**src/rtl/vtp_pkg.sv**
```systemverilog
package vtp_pkg;
    localparam int unsigned DEF_CW = 12;

    typedef enum logic [1:0] {
        ST_SEEK,
        ST_FIRST,
        ST_CHECK,
        ST_LOCK
    } lock_st_e;
endpackage

```
**src/rtl/vtp_pol.sv**
```systemverilog
module vtp_pol #(
    parameter int unsigned CW = vtp_pkg::DEF_CW
) (
    input  logic clk,
    input  logic rst_n,
    input  logic lvl_i,
    output logic pol_o
);
    localparam logic [CW-1:0] MAXV = {CW{1'b1}};

    logic          prev_q, armed_q, seen_hi_q, seen_lo_q;
    logic [CW-1:0] run_q, hi_len_q, lo_len_q;

    // A run is recorded only once an edge has been seen, so the partial
    // run in progress at reset never decides the polarity.
    always_ff @(posedge clk) begin
        if (!rst_n) begin
            prev_q    <= 1'b0;
            armed_q   <= 1'b0;
            seen_hi_q <= 1'b0;
            seen_lo_q <= 1'b0;
            run_q     <= '0;
            hi_len_q  <= '0;
            lo_len_q  <= '0;
        end else begin
            prev_q <= lvl_i;
            if (lvl_i != prev_q) begin
                run_q   <= CW'(1);
                armed_q <= 1'b1;
                if (armed_q) begin
                    if (prev_q) begin
                        hi_len_q  <= run_q;
                        seen_hi_q <= 1'b1;
                    end else begin
                        lo_len_q  <= run_q;
                        seen_lo_q <= 1'b1;
                    end
                end
            end else if (run_q != MAXV) begin
                run_q <= run_q + CW'(1);
            end
        end
    end

    assign pol_o = (seen_hi_q && seen_lo_q) ? (hi_len_q < lo_len_q) : 1'b1;
endmodule

```
**src/rtl/vtp_hmeas.sv**
```systemverilog
module vtp_hmeas #(
    parameter int unsigned CW = vtp_pkg::DEF_CW
) (
    input  logic          clk,
    input  logic          rst_n,
    input  logic          nhs_i,
    input  logic          de_i,
    output logic          hs_lead_o,
    output logic          line_de_o,
    output logic          sat_o,
    output logic [CW-1:0] pos_o,
    output logic [CW-1:0] sync_o,
    output logic [CW-1:0] bp_o,
    output logic [CW-1:0] act_o,
    output logic [CW-1:0] fp_o
);
    localparam logic [CW-1:0] MAXV = {CW{1'b1}};

    logic          nhs_p, de_p, had_de, got_end, got_rise;
    logic [CW-1:0] hcnt, hidx, tot, sync_end, de_rise, de_fall;

    assign hs_lead_o = nhs_i & ~nhs_p;
    assign tot       = (hcnt == MAXV) ? MAXV : hcnt + CW'(1);
    assign hidx      = hs_lead_o ? '0 : tot;

    always_ff @(posedge clk) begin
        if (!rst_n) begin
            nhs_p    <= 1'b0;
            de_p     <= 1'b0;
            had_de   <= 1'b0;
            got_end  <= 1'b0;
            got_rise <= 1'b0;
            hcnt     <= '0;
            sync_end <= '0;
            de_rise  <= '0;
            de_fall  <= '0;
            sync_o   <= '0;
            bp_o     <= '0;
            act_o    <= '0;
            fp_o     <= '0;
        end else begin
            nhs_p <= nhs_i;
            de_p  <= de_i;
            hcnt  <= hidx;
            if (hs_lead_o) begin
                had_de   <= 1'b0;
                got_end  <= 1'b0;
                got_rise <= 1'b0;
                if (had_de) begin
                    sync_o <= sync_end;
                    bp_o   <= de_rise - sync_end;
                    act_o  <= de_fall - de_rise;
                    fp_o   <= tot - de_fall;
                end
            end else begin
                if (!nhs_i && nhs_p && !got_end) begin
                    sync_end <= hidx;
                    got_end  <= 1'b1;
                end
                if (de_i && !de_p && !got_rise) begin
                    de_rise  <= hidx;
                    got_rise <= 1'b1;
                    had_de   <= 1'b1;
                end
                if (!de_i && de_p) begin
                    de_fall <= hidx;
                end
            end
        end
    end

    assign line_de_o = had_de;
    assign sat_o     = (hcnt == MAXV);
    assign pos_o     = hcnt;
endmodule

```
**src/rtl/vtp_vmeas.sv**
```systemverilog
module vtp_vmeas #(
    parameter int unsigned CW = vtp_pkg::DEF_CW
) (
    input  logic          clk,
    input  logic          rst_n,
    input  logic          hs_lead_i,
    input  logic          nvs_i,
    input  logic          line_de_i,
    output logic          frame_end_o,
    output logic          sat_o,
    output logic [CW-1:0] pos_o,
    output logic [CW-1:0] sync_o,
    output logic [CW-1:0] bp_o,
    output logic [CW-1:0] act_o,
    output logic [CW-1:0] fp_o
);
    localparam logic [CW-1:0] MAXV = {CW{1'b1}};

    logic          vs_line, seen_act;
    logic [CW-1:0] vcnt, vnext, vidx, vs_end, first_act, act_end, fa_eff, ae_eff;

    assign frame_end_o = hs_lead_i & nvs_i & ~vs_line;
    assign vnext       = (vcnt == MAXV) ? MAXV : vcnt + CW'(1);
    assign vidx        = hs_lead_i ? (frame_end_o ? '0 : vnext) : vcnt;

    // The line that ends at a frame boundary is folded in combinationally.
    assign fa_eff = (line_de_i && !seen_act) ? vcnt : first_act;
    assign ae_eff = line_de_i ? vnext : act_end;

    always_ff @(posedge clk) begin
        if (!rst_n) begin
            vs_line   <= 1'b0;
            seen_act  <= 1'b0;
            vcnt      <= '0;
            vs_end    <= '0;
            first_act <= '0;
            act_end   <= '0;
        end else begin
            vcnt <= vidx;
            if (hs_lead_i) begin
                vs_line <= nvs_i;
                if (frame_end_o) begin
                    seen_act <= 1'b0;
                end else begin
                    if (line_de_i) begin
                        if (!seen_act) begin
                            first_act <= vcnt;
                            seen_act  <= 1'b1;
                        end
                        act_end <= vnext;
                    end
                    if (!nvs_i && vs_line) begin
                        vs_end <= vidx;
                    end
                end
            end
        end
    end

    assign sync_o = vs_end;
    assign bp_o   = fa_eff - vs_end;
    assign act_o  = ae_eff - fa_eff;
    assign fp_o   = vnext - ae_eff;
    assign sat_o  = (vcnt == MAXV);
    assign pos_o  = vcnt;
endmodule

```
**src/rtl/vid_timing_probe.sv**
```systemverilog
module vid_timing_probe #(
    parameter int unsigned CW = vtp_pkg::DEF_CW
) (
    input  logic          clk,
    input  logic          rst_n,
    input  logic          hs_in,
    input  logic          vs_in,
    input  logic          de_in,
    output logic [CW-1:0] h_sync_w,
    output logic [CW-1:0] h_bporch,
    output logic [CW-1:0] h_active,
    output logic [CW-1:0] h_fporch,
    output logic [CW-1:0] v_sync_w,
    output logic [CW-1:0] v_bporch,
    output logic [CW-1:0] v_active,
    output logic [CW-1:0] v_fporch,
    output logic          hs_pol,
    output logic          vs_pol,
    output logic [CW-1:0] h_pos,
    output logic [CW-1:0] v_pos,
    output logic          timing_valid
);
    import vtp_pkg::*;

    localparam int unsigned NSYNC = 2;
    localparam int unsigned PW    = 8 * CW + 2;

    logic [NSYNC-1:0] sync_q, pol, nsync;
    logic             de_q;

    always_ff @(posedge clk) begin
        if (!rst_n) begin
            sync_q <= '0;
            de_q   <= 1'b0;
        end else begin
            sync_q <= {vs_in, hs_in};
            de_q   <= de_in;
        end
    end

    for (genvar g = 0; g < NSYNC; g++) begin : g_pol
        vtp_pol #(.CW(CW)) u_pol (
            .clk   (clk),
            .rst_n (rst_n),
            .lvl_i (sync_q[g]),
            .pol_o (pol[g])
        );
        assign nsync[g] = pol[g] ? sync_q[g] : ~sync_q[g];
    end

    logic          hs_lead, line_de, h_sat, v_sat, frame_end;
    logic [CW-1:0] hs_w, hb, ha, hf, vsw, vb, va, vf;

    vtp_hmeas #(.CW(CW)) u_hmeas (
        .clk       (clk),
        .rst_n     (rst_n),
        .nhs_i     (nsync[0]),
        .de_i      (de_q),
        .hs_lead_o (hs_lead),
        .line_de_o (line_de),
        .sat_o     (h_sat),
        .pos_o     (h_pos),
        .sync_o    (hs_w),
        .bp_o      (hb),
        .act_o     (ha),
        .fp_o      (hf)
    );

    vtp_vmeas #(.CW(CW)) u_vmeas (
        .clk         (clk),
        .rst_n       (rst_n),
        .hs_lead_i   (hs_lead),
        .nvs_i       (nsync[1]),
        .line_de_i   (line_de),
        .frame_end_o (frame_end),
        .sat_o       (v_sat),
        .pos_o       (v_pos),
        .sync_o      (vsw),
        .bp_o        (vb),
        .act_o       (va),
        .fp_o        (vf)
    );

    logic [PW-1:0] cand, held;
    logic          match, sat_any;

    assign cand    = {hs_w, hb, ha, hf, vsw, vb, va, vf, pol[0], pol[1]};
    assign held    = {h_sync_w, h_bporch, h_active, h_fporch,
                      v_sync_w, v_bporch, v_active, v_fporch, hs_pol, vs_pol};
    assign match   = (cand == held);
    assign sat_any = h_sat | v_sat;

    lock_st_e state_q, state_n;

    always_comb begin
        state_n = state_q;
        unique case (state_q)
            ST_SEEK:  if (frame_end) state_n = ST_FIRST;
            ST_FIRST: if (sat_any) state_n = ST_FIRST;
                      else if (frame_end) state_n = ST_CHECK;
            ST_CHECK: if (sat_any) state_n = ST_FIRST;
                      else if (frame_end && match) state_n = ST_LOCK;
            ST_LOCK:  if (sat_any) state_n = ST_FIRST;
                      else if (frame_end && !match) state_n = ST_CHECK;
        endcase
    end

    always_ff @(posedge clk) begin
        if (!rst_n) state_q <= ST_SEEK;
        else        state_q <= state_n;
    end

    always_ff @(posedge clk) begin
        if (!rst_n) begin
            timing_valid <= 1'b0;
            {h_sync_w, h_bporch, h_active, h_fporch,
             v_sync_w, v_bporch, v_active, v_fporch, hs_pol, vs_pol} <= '0;
        end else begin
            timing_valid <= (state_n == ST_LOCK);
            if (frame_end && state_q != ST_SEEK) begin
                {h_sync_w, h_bporch, h_active, h_fporch,
                 v_sync_w, v_bporch, v_active, v_fporch, hs_pol, vs_pol} <= cand;
            end
        end
    end
endmodule

```
**config.mk**
```make
export PLATFORM = sky130hd
export DESIGN_NAME = vid_timing_probe
export DESIGN_NICKNAME = d
export VERILOG_FILES = /design/src/rtl/vtp_pkg.sv /design/src/rtl/vtp_pol.sv /design/src/rtl/vtp_hmeas.sv /design/src/rtl/vtp_vmeas.sv /design/src/rtl/vid_timing_probe.sv
export SDC_FILE = /design/constraint.sdc
export NUM_CORES = 1
export LEC_CHECK = 0
export ABC_AREA = 0
export BUFFER_PORTS_ARGS = -buffer_cell sky130_fd_sc_hd__buf_2
export CAP_MARGIN = 30
export CORE_MARGIN = 4
export CORE_UTILIZATION = 39
export CTS_BUF_LIST = sky130_fd_sc_hd__clkbuf_4
export DETAILED_ROUTE_END_ITERATION = 8
export PLACE_DENSITY_LB_ADDON = 0.3
export SLEW_MARGIN = 20
export SYNTH_ARGS = -nofsm -noshare
export SYNTH_HDL_FRONTEND = slang
export SYNTH_HIERARCHICAL = 1
export SYNTH_SLANG_ARGS = --single-unit
```
**constraint.sdc**
```tcl
create_clock -name clk -period 12.3 [get_ports clk]
set_clock_uncertainty 0.15 [all_clocks]
set_input_delay 0 -clock clk [delete_from_list [all_inputs] [get_ports clk]]
set_output_delay 0 -clock clk [all_outputs]
set_load 0.01 [all_outputs]
```
# After elaboration in Yosys (flattened, before gate mapping)

Cells that the tools add are included.

Add/subtract/negate cells: 10
Magnitude comparators: 2
Eq/ne operators: 11
Multiplexer cells: 25
Bitwise operators: 14
Reduce and logical (&&, ||, !) cells: 40

Operators by type and width:

| kind                                          | count |
|---|---|
| == test 98 bit                                | 1 |
| two-way mux 12 bit                            | 7 |
| subtractor 12 bit                             | 6 |
| adder 12 x 1 -> 12 bit, second input constant | 4 |
| == test 12 bit, second input constant         | 2 |
| less-than comparator 12 bit                   | 2 |
| inequality test 12 bit, second input constant | 2 |
| AND reduction 3 bit                           | 5 |
| two-way mux 2 bit                             | 7 |
| logical AND 1 bit                             | 12 |
| AND reduction 2 bit                           | 6 |
| two-way mux 1 bit                             | 10 |
| inverter 1 bit                                | 10 |
| zero test 1 bit                               | 8 |
| case mux 2 bit (4 select lines)               | 1 |
| nonzero test 2 bit                            | 4 |
| == test 2 bit, second input constant          | 3 |
| OR reduction 2 bit                            | 3 |
| AND reduction 4 bit                           | 1 |
| bitwise AND 1 bit                             | 3 |
| == test 2 x 1 -> 1 bit, second input constant | 1 |
| zero test 2 bit                               | 1 |
| inequality test 1 bit                         | 2 |
| OR 1 bit                                      | 1 |

Flip-flop bits (word level): 334
Input port bits: 5
Output and inout bits: 123
Logic and storage cells: 150

# Longest topological paths before layout

Gate-level depths: netlist of the first run.

Word-level depth: 11
Mapped depth: 26
Depth with buffers taken out: 25

# Cells and area by module

Netlist of the first run, hierarchy kept.

By module, submodules not included:

| module           | times used | cells an instance | area an instance (um^2) |
|---|---|---|---|
| vtp_hmeas        | 1          | 647               | 5,215.0 |
| vid_timing_probe | 1          | 583               | 4,909.7 |
| vtp_vmeas        | 1          | 564               | 4,383.0 |
| vtp_pol          | 2          | 220               | 1,883.1 |

# Worst setup path after synthesis of the first run

Ideal clock, no wire load.

Kind: flip-flop to flip-flop
Start point: register u_hmeas/got_rise (netlist name)
End point: register state_q[0]
Arrival time: 4.680 ns
Data required time: 12.073 ns
Slack: 7.394 ns
Stages on the path, launching flop included: 24
Clock period less this slack: 4.906 ns
Cell sequence: dfxtp_1 > buf_6 > clkbuf_1 > buf_1 > buf_1 > nor2_1 > a21o_1 > inv_1 > ha_1 > inv_1 > ha_1 > or2_2 > o22ai_1 > a21oi_1 > a311o_1 > a21o_1 > a21oi_2 > o211ai_1 > xor2_1 > nor4_1 > nand4_1 > nor4_1 > nand3_1 > a41oi_2

RTL lines:

| item                 | line                    | text |
|---|---|---|
| end signal, assigned | vid_timing_probe.sv:110 | `else state_q <= state_n;` |
| end, declared        | vid_timing_probe.sv:93  | `lock_st_e state_q, state_n;` |

# Final worst setup path of the first run

Start point: register u_vmeas.vcnt[0], in the netlist u_vmeas/pos_o[0]
End point: register state_q[0]

Longest elaborated chain between the ends: 10
Elaborated cells between the ends (all ways): 19
Classes of those cells: add/sub: 4; eq/ne: 2; mux: 9; bitwise: 1; reduce/logical: 3

RTL lines:

| item                              | line                    | text |
|---|---|---|
| start, declared                   | vtp_vmeas.sv:20         | `logic [CW-1:0] vcnt, vnext, vidx, vs_end, first_act, act_end, fa_eff, ae_eff;` |
| start signal, assigned            | vtp_vmeas.sv:39         | `vcnt <= vidx;` |
| == test 12 bit *                  | vtp_vmeas.sv:64         | `assign sat_o = (vcnt == MAXV);` |
| net v_sat                         | vid_timing_probe.sv:51  | `logic hs_lead, line_de, h_sat, v_sat, frame_end;` |
| two-way mux 12 bit *              | vtp_vmeas.sv:23         | `assign vnext = (vcnt == MAXV) ? MAXV : vcnt + CW'(1);` |
| two-way mux 12 bit *              | n/a                     |  |
| net u_vmeas.ae_eff[0]             | vtp_vmeas.sv:20         |  |
| subtractor 12 bit *               | vtp_vmeas.sv:63         | `assign fp_o = vnext - ae_eff;` |
| net cand[13]                      | vid_timing_probe.sv:84  | `logic [PW-1:0] cand, held;` |
| == test 98 bit *                  | vid_timing_probe.sv:90  | `assign match = (cand == held);` |
| zero test 1 bit                   | vid_timing_probe.sv:104 | `else if (frame_end && !match) state_n = ST_CHECK;` |
| logical AND 1 bit                 | vid_timing_probe.sv:104 |  |
| two-way mux 2 bit                 | vid_timing_probe.sv:104 |  |
| two-way mux 2 bit                 | vid_timing_probe.sv:103 | `ST_LOCK: if (sat_any) state_n = ST_FIRST;` |
| case mux 2 bit (4 select lines) * | vid_timing_probe.sv:97  | `unique case (state_q)` |

Mark *: on every way through the listed nets, which the timed path passes. The rest lies on a longest branch.
A chain may end at the register's enable or synchronous reset.

==> flow_summary.toml, run 1 <==
[cells_and_area]
area_delta_synth_final_pct = 12.9
biggestRegsByFlops = "g_pol.u_pol/hi_len_q x24, g_pol.u_pol/lo_len_q x24, g_pol.u_pol/run_q x24"
final_layout_size_suffix_gt1_share_pct = 14.2
num-nets-final = 2467
fillCellCount = 4616

[floorplan]
initial_core_util_pct = 39.3
fp-row-count = 79
floorplan.die.height_um = 224
fp.dieW_um = 224
die-area_sq_mm = 0.0504
io_pins = 128
floorplan.core_area_sq_mm = 0.0465

[routing]
detail_route.wl_per_cell_um = 18.3
route.detailed.vias_per_inst = 5.31
number_of_search_and_repair_iterations_in_the_first_detailed_routing_pass = 5
via_count = 16200
drt-initial-drc-count = 1212
ant_nets = 0
drt_drc_violations_left = 0
drt-total-wl_mm = 55.7

[pwr]
power_switching_share_pct = 26.8
worst_vdd_rail_ir_drop_mv = 0.0522
design_internal_power_mw = 1.72
total_switching_power_mw = 0.629
total_power_mw = 2.35
combPwrFrac_pct = 10.2
power_frac_clock_pct = 42.7
power.density_mw_per_mm2 = 114
share_seq_of_total_power_pct = 47.1
static-leakage-power_nw = 8.31

[global_route]
globalRouteTotalUtil_pct = 21.5
grt_start_max_net_pins = 109
number_of_antenna_violations_at_the_first_check_in_global_routing = 2
grt_pass1_vias = 15400
global_route.overflow_total = 0
first_pass_grt_wire_length_mm = 86.1

[run]
max_cap_violations = 0

[worst_hold_path]
hp-class = "primary input to register"
instance_count_along_the_most_critical_hold_path = 4

[timing]
setup_viol = 0
tightest_slew_ps = 956
relSlewSlack_pct = 36.1
final-hold-violation-count = 0
tns_ps = 0
timing.final.crit_period_ps = 5770
fmax_mhz = 173
final_max_slew_viol_count = 0
grt_setup_unrepaired = "false"
min_period_over_period_pct = 46.9

[worst_setup_path]
crit_path_top_delay_cell = "sky130_fd_sc_hd__and4_1"
timing_worst_setup_path_type = "register to register"
path_cells = "ha_1 -> and4_1 -> nand3_4 -> inv_2 -> nor2_1 -> a21o_1 -> inv_1 -> ha_1 -> a21o_1 -> a22o_1 -> nand2_1 -> a41o_2 -> a31oi_4 -> o21ai_2 -> and4_4 -> nor4_2 -> xor2_1 -> nor4_1 -> nand4_1 -> nor4_1 -> nand3_1 -> a41oi_2"
cp_peak_stage_delay_ps = 560
critPathArrivalTime_ps = 6330
required_worst_endpoint_ps = 12860
reg2reg_depth = 22
setup.worst_path.end_class = "register"
largest_driver_fanout_on_the_critical_path = 10
cp-start-kind = "register"

[clock_tree]
worstSkewPairLatency_ps = 800
clock_edge_transition_at_the_registers_on_the_reported_setup_and_hold_paths_ps = 70
number_of_buffers_created_by_cts = 92
htree_levels = 3
cts_tree = "built"
clock-sinks = 334
cts_resized = 0
cts_root_buffer = "sky130_fd_sc_hd__clkbuf_4"
maximum_root_to_sink_buffer_count = 3

[synthesis]
synth_top_cell_area_share_pct = 36.6
synth.distinct_cells = 93
ys_warn_count = 6
ys_seq_elements = 334
synth_top_flop_cell = "sky130_fd_sc_hd__dfxtp_1"
netlist.top_cell.by_area = "sky130_fd_sc_hd__dfxtp_1"
synth.net_count = 2327
synthesis.area_sq_mm = 0.0183
synth-async-reset-ratio_pct = 0
synth.avg_cell_area_sq_um = 8.18
post_syn_instances = 2234
ys_top_cells_by_area = "sky130_fd_sc_hd__dfxtp_1 37%, sky130_fd_sc_hd__nand2_1 10%, sky130_fd_sc_hd__ha_1 5.8%, sky130_fd_sc_hd__xor2_1 4.1%, sky130_fd_sc_hd__a21boi_1 4.0%"
synth_edf_count = 0
ys_seq_area_share_pct = 36.6

[status]
run_status = "finished clean"

[placement]
hpwl_mm = 41.0
routabilityCongestion = 0.932
buffer_ports.inserted = 127
==> Yosys cell counts, types with 42 or more instances <==
cell type and number:
sky130_fd_sc_hd__xor2_1 86, sky130_fd_sc_hd__nand3_1 42, sky130_fd_sc_hd__a21boi_0 80, sky130_fd_sc_hd__ha_1 84
sky130_fd_sc_hd__clkbuf_1 69, sky130_fd_sc_hd__a21boi_1 98, sky130_fd_sc_hd__nand2_1 495, sky130_fd_sc_hd__nor2_1 111
sky130_fd_sc_hd__a21oi_1 100, sky130_fd_sc_hd__xnor2_1 81, sky130_fd_sc_hd__dfxtp_1 334, sky130_fd_sc_hd__inv_1 119
sky130_fd_sc_hd__o21ai_0 45
==> metal layers <==
layer  GRT usage [%]  wire [um]  vias to the layer above
li1                -          -                     8003
met1            28.2      24800                     7659
met2            35.8      26300                      425
met3            4.09       2980                      103
met4            7.13       1660                        0
met5               0          0                        -
==> path summary, 6_finish.rpt <==
| path | start | to | slack, ps |
|---|---|---|---|
| max reg2reg | u_vmeas/pos_o[0] | state_q[0] | 6530 |
| min reg2reg | u_hmeas/sync_o[3] | h_sync_w[3] | 300 |
| max | u_vmeas/pos_o[0] | state_q[0] | 6530 |
| min | rst_n | u_hmeas/fp_o[7] | 110 |
==> critical path, delay by kind of cell, from the launching register on <==
family	cells	cell delay, ps
AND/OR/NAND/NOR	10	2810
AO/OA/AOI/OAI	7	1330
flip-flops	1	470
adder cells (fa/ha/maj)	2	530
buffers and inverters	2	270
XOR/XNOR	1	120
==> layout by cell type (no fill, tap or decap), drive strengths merged, types with 13 or more instances in the layout <==
cell / n
a21o: 17
nand3: 44
o21a: 21
nor3: 38
xor2: 86
xnor2: 81
buf: 146
and3: 19
and2: 30
nor2: 111
nand2b: 15
nand4: 28
ha: 84
clkinv: 19
mux2i: 20
nor2b: 17
a21boi: 178
inv: 121
nor4: 29
a31oi: 13
o21ai: 54
dfxtp: 334
o22ai: 14
nand2: 495
a21oi: 102
clkbuf: 138
a211oi: 29
==> final cells by class <==
| type | count | area (sq um) | share of cell area (%) |
|---|---|---|---|
| Clock inverter | 22 | 119 | 0.576 |
| Sequential cell | 334 | 6690 | 32.4 |
| Inverter | 121 | 454 | 2.20 |
| Tap cell | 607 | 759 | 3.68 |
| Antenna cell | 2 | 5.00 | 0.0243 |
| Timing Repair Buffer | 157 | 951 | 4.61 |
| Multi-Input combinational cell | 1668 | 10600 | 51.5 |
| Clock buffer | 138 | 1040 | 5.02 |
==> what timing repair did <==
action                    CTS  global route
setup buffers               0             0
hold buffers               11             0
hold endpoints to repair  281             0
==> power groups by stage <==
stage | Sequential (mW) | Clock, mW | Combinational, mW
final | 1.10 | 1.00 | 0.239
after CTS | 1.10 | 1.04 | 0.236
after global routing | 1.10 | 1.09 | 0.260
after global placement | 1.13 | 0 | 0.228
after detailed placement | 1.13 | 0 | 0.231
after floorplan | 1.12 | 0 | 0.171
==> logic make-up (layout without fill, tap and decap cells) <==
logic type	count (synthesis)	count (layout)	synth area share [%]
adder cells (fa/ha/maj)	90	90	6.31
multiplexers	29	29	1.69
XOR/XNOR	167	167	8.00
AO/OA/AOI/OAI	501	501	19.6
AND/OR/NAND/NOR	881	881	22.4
buffers and inverters	232	438	5.41
flip-flops	334	334	36.6
other	0	2	0
==> per-stage QoR <==
step | std cells | setup WS, ps | instance area, sq um | utilization (%) | hold WS [ps]
final | 3049 | 6530 | 20600 | 44.4 | 105
after global placement | 2869 | 6850 | 19300 | 41.5 | 60.7
after floorplan | 2234 | 7390 | 18300 | - | -22.7
after global routing | 3048 | 6120 | 20600 | 44.4 | 53.2
after detailed placement | 2871 | 6640 | 19300 | 41.5 | 62.1
after CTS | 3042 | 6610 | 20600 | 44.2 | 22.7
(Power assumes the default switching activity.)
==> inputs of run 2 (changes only) <==
--- a/config.mk
+++ b/config.mk
@@ -5,7 +5,7 @@
 export SDC_FILE = /design/constraint.sdc
 export NUM_CORES = 1
 export LEC_CHECK = 0
-export ABC_AREA = 0
+export ABC_AREA = 1
 export BUFFER_PORTS_ARGS = -buffer_cell sky130_fd_sc_hd__buf_2
 export CAP_MARGIN = 30
 export CORE_MARGIN = 4
==> constraint.sdc (replaced) <==
create_clock -name clk -period 5.3 [get_ports clk]
set_clock_uncertainty 0.15 [all_clocks]
set_input_delay 0 -clock clk [delete_from_list [all_inputs] [get_ports clk]]
set_output_delay 0 -clock clk [all_outputs]
set_load 0.01 [all_outputs]
==> flow_summary.toml, run 2 <==
[clock_tree]
clock_edge_transition_at_the_registers_on_the_reported_setup_and_hold_paths_ps = 60
cts_tree = "built"
cts_root_buffer = "sky130_fd_sc_hd__clkbuf_4"
maximum_root_to_sink_buffer_count = 3
clock-sinks = 334
post-cts-setup-buffers = 0
htree_levels = 3
worstSkewPairLatency_ps = 810
number_of_buffers_created_by_cts = 95

[global_route]
number_of_antenna_violations_at_the_first_check_in_global_routing = 1
grt_start_max_net_pins = 123
grt_pass1_vias = 17100
global_route.overflow_total = 0
first_pass_grt_wire_length_mm = 91.1
globalRouteTotalUtil_pct = 21.6

[synthesis]
ys_warn_count = 6
synth.distinct_cells = 49
synth-async-reset-ratio_pct = 0
ys_seq_area_share_pct = 35.5
post_syn_instances = 2701
ys_top_cells_by_area = "sky130_fd_sc_hd__dfxtp_1 35%, sky130_fd_sc_hd__nand2_1 9.9%, sky130_fd_sc_hd__inv_1 7.7%, sky130_fd_sc_hd__o21ai_0 6.5%, sky130_fd_sc_hd__nor2_1 6.3%"
synth.avg_cell_area_sq_um = 6.98
netlist.top_cell.by_area = "sky130_fd_sc_hd__dfxtp_1"
ys_seq_elements = 334
synth_top_cells_by_count = "495 x sky130_fd_sc_hd__nand2_1, 386 x sky130_fd_sc_hd__inv_1, 334 x sky130_fd_sc_hd__dfxtp_1, 317 x sky130_fd_sc_hd__nor2_1, 246 x sky130_fd_sc_hd__o21ai_0"
synthesis.area_sq_mm = 0.0189
synth_edf_count = 0
synth_top_cell_area_share_pct = 35.5
synthMostInstantiatedCell = "sky130_fd_sc_hd__nand2_1"
synth.net_count = 2794
synth_top_flop_cell = "sky130_fd_sc_hd__dfxtp_1"

[worst_setup_path]
cp_peak_stage_delay_ps = 640
reg2reg_depth = 21
critPathArrivalTime_ps = 5150
critical_path.most_common_cell = "sky130_fd_sc_hd__inv_1"
regToRegSetupSlack_ps = 620
cp-start-kind = "register"
crit_path_top_delay_cell = "sky130_fd_sc_hd__nor2_1"
largest_driver_fanout_on_the_critical_path = 17
timing_worst_setup_path_type = "register to register"
setup.worst_path.end_class = "register"
path_cells = "inv_1 -> ha_1 -> nand2_1 -> inv_1 -> nand2_1 -> a21oi_1 -> nor2_1 -> nand2_1 -> nand2_1 -> xnor2_1 -> inv_2 -> nor2_4 -> inv_1 -> nor2_4 -> inv_1 -> nor2_4 -> inv_2 -> nor2_1 -> inv_1 -> a22oi_1 -> nor2_1"
required_worst_endpoint_ps = 5780

[cells_and_area]
finish.cell_count_without_fillers = 3535
most_frequent_standard_cell_in_the_layout_excluding_fill_and_tap_cells = "sky130_fd_sc_hd__nand2_1"
num-nets-final = 2941
biggestRegsByFlops = "g_pol.u_pol/hi_len_q x24, g_pol.u_pol/lo_len_q x24, g_pol.u_pol/run_q x24"
final_layout_size_suffix_gt1_share_pct = 13.7
area_delta_synth_final_pct = 12.3
layout.cells.most_common_list = "495 x sky130_fd_sc_hd__nand2_1, 386 x sky130_fd_sc_hd__inv_1, 334 x sky130_fd_sc_hd__dfxtp_1"

[placement]
hpwl_mm = 42.9
buffer_ports.inserted = 127
placed_cells = 3356
routabilityCongestion = 0.942

[timing]
tightest_slew_ps = 921
min_period_over_period_pct = 88.3
setup_viol = 0
relSlewSlack_pct = 38.6
timing.final.crit_period_ps = 4680
tns_ps = 0
grt_setup_unrepaired = "false"
final_max_slew_viol_count = 0
final-hold-violation-count = 0
fmax_mhz = 214

[routing]
drt-total-wl_mm = 57.6
number_of_search_and_repair_iterations_in_the_first_detailed_routing_pass = 5
drt-initial-drc-count = 1311
detail_route.wl_per_cell_um = 16.3
route.detailed.vias_per_inst = 5.04
via_count = 17800
ant_nets = 0
drt_drc_violations_left = 0

[floorplan]
fp.dieW_um = 228
floorplan.core_area_sq_mm = 0.0477
fp-row-count = 80
die-area_sq_mm = 0.0519
floorplan.die.height_um = 228
initial_core_util_pct = 39.5
io_pins = 128

[status]
run_status = "finished clean"

[pwr]
static-leakage-power_nw = 10.6
power_switching_share_pct = 30.2
power.density_mw_per_mm2 = 274
share_seq_of_total_power_pct = 45.0
worst_vdd_rail_ir_drop_mv = 0.160
total_switching_power_mw = 1.75
power_frac_clock_pct = 40.3
design_internal_power_mw = 4.04
combPwrFrac_pct = 14.8

[worst_hold_path]
hp-class = "primary input to register"
instance_count_along_the_most_critical_hold_path = 4

[run]
max_cap_violations = 0
==> run 2: cell types whose count changed after synthesis, sizes merged, moves of 26 or more <==
cell,change
nor4,-29
a21boi,-175
xor2,-31
nor3,-29
a21oi,+117
clkbuf,-30
a211oi,-26
and2,-29
inv,+288
nor2,+238
nand3,+110
o21ai,+204
==> run 2: kinds of logic after synthesis <==
group	after synthesis	share of synthesized area, %
and+or+nand+nor	1090	25.7
AOI/OAI and AO/OA	557	16.1
DFF	334	35.5
adders and majority gates	88	6.00
buffers and inverters	505	10.8
xor gates and xnor gates	127	5.90
==> run 2: worst paths after layout <==
kind | from | end
max | g_pol[0].u_pol/lo_len_q[7] | u_vmeas/first_act[10]
min | rst_n | g_pol[1].u_pol/prev_q
min reg2reg | de_q | u_hmeas/de_p
max reg2reg | g_pol[0].u_pol/lo_len_q[7] | u_vmeas/first_act[10]
==> run 2: final cells by class <==
cell class	count	area (sq um)
Antenna cell	1	2.50
Clock buffer	137	1030
Clock inverter	31	139
Fill cell	4920	26600
Inverter	409	1540
Multi-Input combinational cell	1862	10100
Sequential cell	334	6690
Tap cell	615	769
Timing Repair Buffer	146	862
==> run 2: worst max-delay path: cells and delay by family, from the launching register on <==
family	cells	cell delay, ps
simple gates	10	1930
compound gates	2	340
fa+ha+maj	1	290
buf+inv	7	1230
xor+xnor	1	250
flops	1	310
==> run 2: power by group through the flow <==
stage,clock (mW),combinational (mW),sequential (mW)
2_1_floorplan,0,0.642,2.64
3_3_place_gp,0,0.840,2.66
3_5_place_dp,0,0.844,2.66
4_1_cts,2.42,0.855,2.60
5_1_grt,2.56,0.974,2.61
6_report,2.33,0.856,2.60
==> run 2: what timing repair did <==
item | 4_1_cts | 5_1_grt
endpoints found under the hold margin | 123 | 0
resized for setup | 0 | 1
setup endpoints to repair | 0 | 6
hold buffers | 10 | 0
==> run 2: per-stage QoR <==
step                      area [sq um]  setup WS (ps)  util (%)  power, mW  hold slack [ps]
final                            21200            622      44.3       5.79              246
after global routing             21200            196      44.3       6.14              226
after CTS                        21200            433      44.3       5.88              140
after detailed placement         19900            491      41.7       3.50             47.8
after global placement           19800            640      41.5       3.50             49.4
after floorplan                  18900           1710         -       3.29            -52.4
==> run 2: per-layer routing <==
layer	wire length, um	vias to the layer above	track usage [%]
li1	-	9005	-
met4	2100	0	8.73
met5	0	-	0
met3	3030	121	4.38
met1	25500	8218	27.5
met2	27000	477	35.9
==> inputs of run 3 (changes only) <==
--- a/config.mk
+++ b/config.mk
@@ -16,5 +16,4 @@
 export SLEW_MARGIN = 20
 export SYNTH_ARGS = -nofsm -noshare
 export SYNTH_HDL_FRONTEND = slang
-export SYNTH_HIERARCHICAL = 1
 export SYNTH_SLANG_ARGS = --single-unit
==> flow_summary.toml, run 3 <==
[status]
run_status = "finished clean"

[clock_tree]
post-cts-setup-buffers = 0
worstSkewPairLatency_ps = 850
number_of_buffers_created_by_cts = 93
cts_root_buffer = "sky130_fd_sc_hd__clkbuf_4"
cts_tree = "built"
clock-sinks = 334
htree_levels = 3
clock_edge_transition_at_the_registers_on_the_reported_setup_and_hold_paths_ps = 60
maximum_root_to_sink_buffer_count = 3

[timing]
relSlewSlack_pct = 38.4
tns_ps = 0
fin_worst_hold_slack_ps = 210
final-hold-violation-count = 0
timing.final.crit_period_ps = 4810
final_max_slew_viol_count = 0
final.setup.worst_slack_ps = 487
grt_setup_unrepaired = "false"
setup_viol = 0
min_period_over_period_pct = 90.8
fmax_mhz = 208
tightest_slew_ps = 924

[cells_and_area]
most_frequent_standard_cell_in_the_layout_excluding_fill_and_tap_cells = "sky130_fd_sc_hd__nand2_1"
fillCellCount = 4747
layout.cells.most_common_list = "475 x sky130_fd_sc_hd__nand2_1, 417 x sky130_fd_sc_hd__inv_1, 334 x sky130_fd_sc_hd__dfxtp_1"
final_core_util_pct = 44.9
final_layout_size_suffix_gt1_share_pct = 12.9
num-nets-final = 2809
multi_input_area_sq_mm = 0.00920
area_delta_synth_final_pct = 13.9
sequential_cell_area_sq_mm = 0.00669
biggestRegsByFlops = "g_pol.u_pol.hi_len_q x24, g_pol.u_pol.lo_len_q x24, g_pol.u_pol.run_q x24"

[worst_setup_path]
setup.worst_path.start = "u_vmeas.pos_o[0]"
timing.rr.end = "timing_valid"
cp-start-kind = "register"
cp_peak_stage_delay_ps = 510
worstReg2RegStart = "u_vmeas.pos_o[0]"
largest_driver_fanout_on_the_critical_path = 18
critical_path.most_common_cell = "sky130_fd_sc_hd__nand2_1"
regToRegSetupSlack_ps = 490
required_worst_endpoint_ps = 5940
timing_worst_setup_path_type = "register to register"
setup.worst_path.end_class = "register"
critPathArrivalTime_ps = 5450
reg2reg_depth = 33
crit_path_top_delay_cell = "sky130_fd_sc_hd__fa_1"

[routing]
detail_route.wl_per_cell_um = 15.7
number_of_search_and_repair_iterations_in_the_first_detailed_routing_pass = 5
drt-initial-drc-count = 1262
route.detailed.vias_per_inst = 5.01
via_count = 17000
drt-total-wl_mm = 53.2
ant_nets = 0
drt_drc_violations_left = 0

[placement]
placement.setup.worst_slack_ps = 558
routabilityCongestion = 0.893
hpwl_mm = 39.2
buffer_ports.inserted = 127

[global_route]
grt_start_max_net_pins = 148
globalRouteTotalUtil_pct = 21.0
grt_pass1_vias = 16100
grt_util_met2_pct = 35.6
first_pass_grt_wire_length_mm = 84.8
grt.met1_usage_pct = 26.6
global_route.peak_usage_layer = "met2"
number_of_antenna_violations_at_the_first_check_in_global_routing = 1
grt_util_met3_pct = 4.02
global_route.overflow_total = 0

[worst_hold_path]
endpoint_worst_hold = "v_active[8]"
instance_count_along_the_most_critical_hold_path = 4
min-delay-start = "rst_n"
hp-class = "primary input to register"

[synthesis]
synth_top_flop_cell = "sky130_fd_sc_hd__dfxtp_1"
synth.avg_cell_area_sq_um = 6.97
ys_warn_count = 0
ys_seq_area_share_pct = 37.5
synth_top_cell_area_share_pct = 37.5
synth-async-reset-ratio_pct = 0
synthMostInstantiatedCell = "sky130_fd_sc_hd__nand2_1"
post_syn_instances = 2560
synth.net_count = 2656
netlist.top_cell.by_area = "sky130_fd_sc_hd__dfxtp_1"
ys_top_cells_by_area = "sky130_fd_sc_hd__dfxtp_1 37%, sky130_fd_sc_hd__nand2_1 10%, sky130_fd_sc_hd__inv_1 8.8%, sky130_fd_sc_hd__a21oi_1 8.6%, sky130_fd_sc_hd__o21ai_0 8.4%"
ys_seq_elements = 334
synth.distinct_cells = 52
synth_edf_count = 0
synthesis.area_sq_mm = 0.0178
synth_top_cells_by_count = "475 x sky130_fd_sc_hd__nand2_1, 417 x sky130_fd_sc_hd__inv_1, 334 x sky130_fd_sc_hd__dfxtp_1, 307 x sky130_fd_sc_hd__a21oi_1, 299 x sky130_fd_sc_hd__o21ai_0"

[pwr]
total_power_mw = 6.00
worst_vdd_rail_ir_drop_mv = 0.156
static-leakage-power_nw = 9.69
power.density_mw_per_mm2 = 295

[run]
max_cap_violations = 0

[floorplan]
initial_core_util_pct = 39.4
die-area_sq_mm = 0.0492
io_pins = 128
floorplan.core_area_sq_mm = 0.0453
floorplan.die.height_um = 222
fp.dieW_um = 222
fp-row-count = 78
-- run 3: changes by cell type after synthesis, sizes merged, moves of 14 or more --
cell    before  now
nand3      154  113
nor2       349  186
nor3         9   25
inv        408  422
buf         55   19
xnor2       72   43
a21oi      219  309
nand2      513  495
xor2        55   41
o21ai      258  311
nand4       42   22
clkbuf      41   74
-- run 3: power by group --
group / total [mW] / internal, mW / switching [mW]
logic: 0.987 / 0.337 / 0.650
registers: 2.60 / 2.56 / 0.0364
clock network: 2.41 / 1.27 / 1.14
-- run 3: per-layer routing --
layer | wire [um] | vias to the layer above
met3 | 2620 | 106
met4 | 1560 | 0
li1 | - | 8645
met2 | 25200 | 407
met5 | 0 | -
met1 | 23800 | 7794
-- run 3: layout make-up --
type,count,area share (%)
multi-input cells,1709,45.3
repair buffers,151,4.29
clock buffers,141,5.21
diodes,2,0.0246
inverters,424,7.83
well taps,600,3.70
clock inverters,25,0.733
flip-flops and latches,334,32.9
-- run 3: worst max-delay path by stage --
stage,endpoint,slack [ps],cells past startpoint
floorplan,timing_valid,1350,34
global placement,state_q[0],760,33
detailed placement,timing_valid,560,33
CTS,timing_valid,520,33
global route,state_q[0],8,33
finish,timing_valid,490,33
-- run 3: cell families (layout without fill, tap and decap cells) --
kind of cell             Yosys count  in the layout  synth area share [%]
AND/OR/NAND/NOR                  855            855                  20.6
adder cells (fa/ha/maj)           91             91                  6.59
buffers and inverters            517            741                  11.1
flip-flops                       334            334                  37.5
AO/OA/AOI/OAI                    678            678                  20.0
XOR/XNOR                          85             85                  4.29
other                              0              2                     0
-- run 3: timing repair --
action,4_1_cts,5_1_grt
resized for setup,0,0
endpoints found under the hold margin,280,0
hold buffers,10,0
-- run 3: worst max-delay path, delay by kind of cell, from the launching register on --
| family | cells | cell delay, ps |
|---|---|---|
| compound gates | 1 | 110 |
| fa+ha+maj | 3 | 1000 |
| buf+inv | 4 | 320 |
| flops | 1 | 450 |
| simple gates | 25 | 2700 |
-- run 3: metrics by stage --
stage / instance area, sq um / std cells
final: 20300 / 3386
after global routing: 20300 / 3386
after CTS: 20300 / 3384
after detailed placement: 19000 / 3208
after global placement: 19000 / 3208
after floorplan: 17800 / 2560
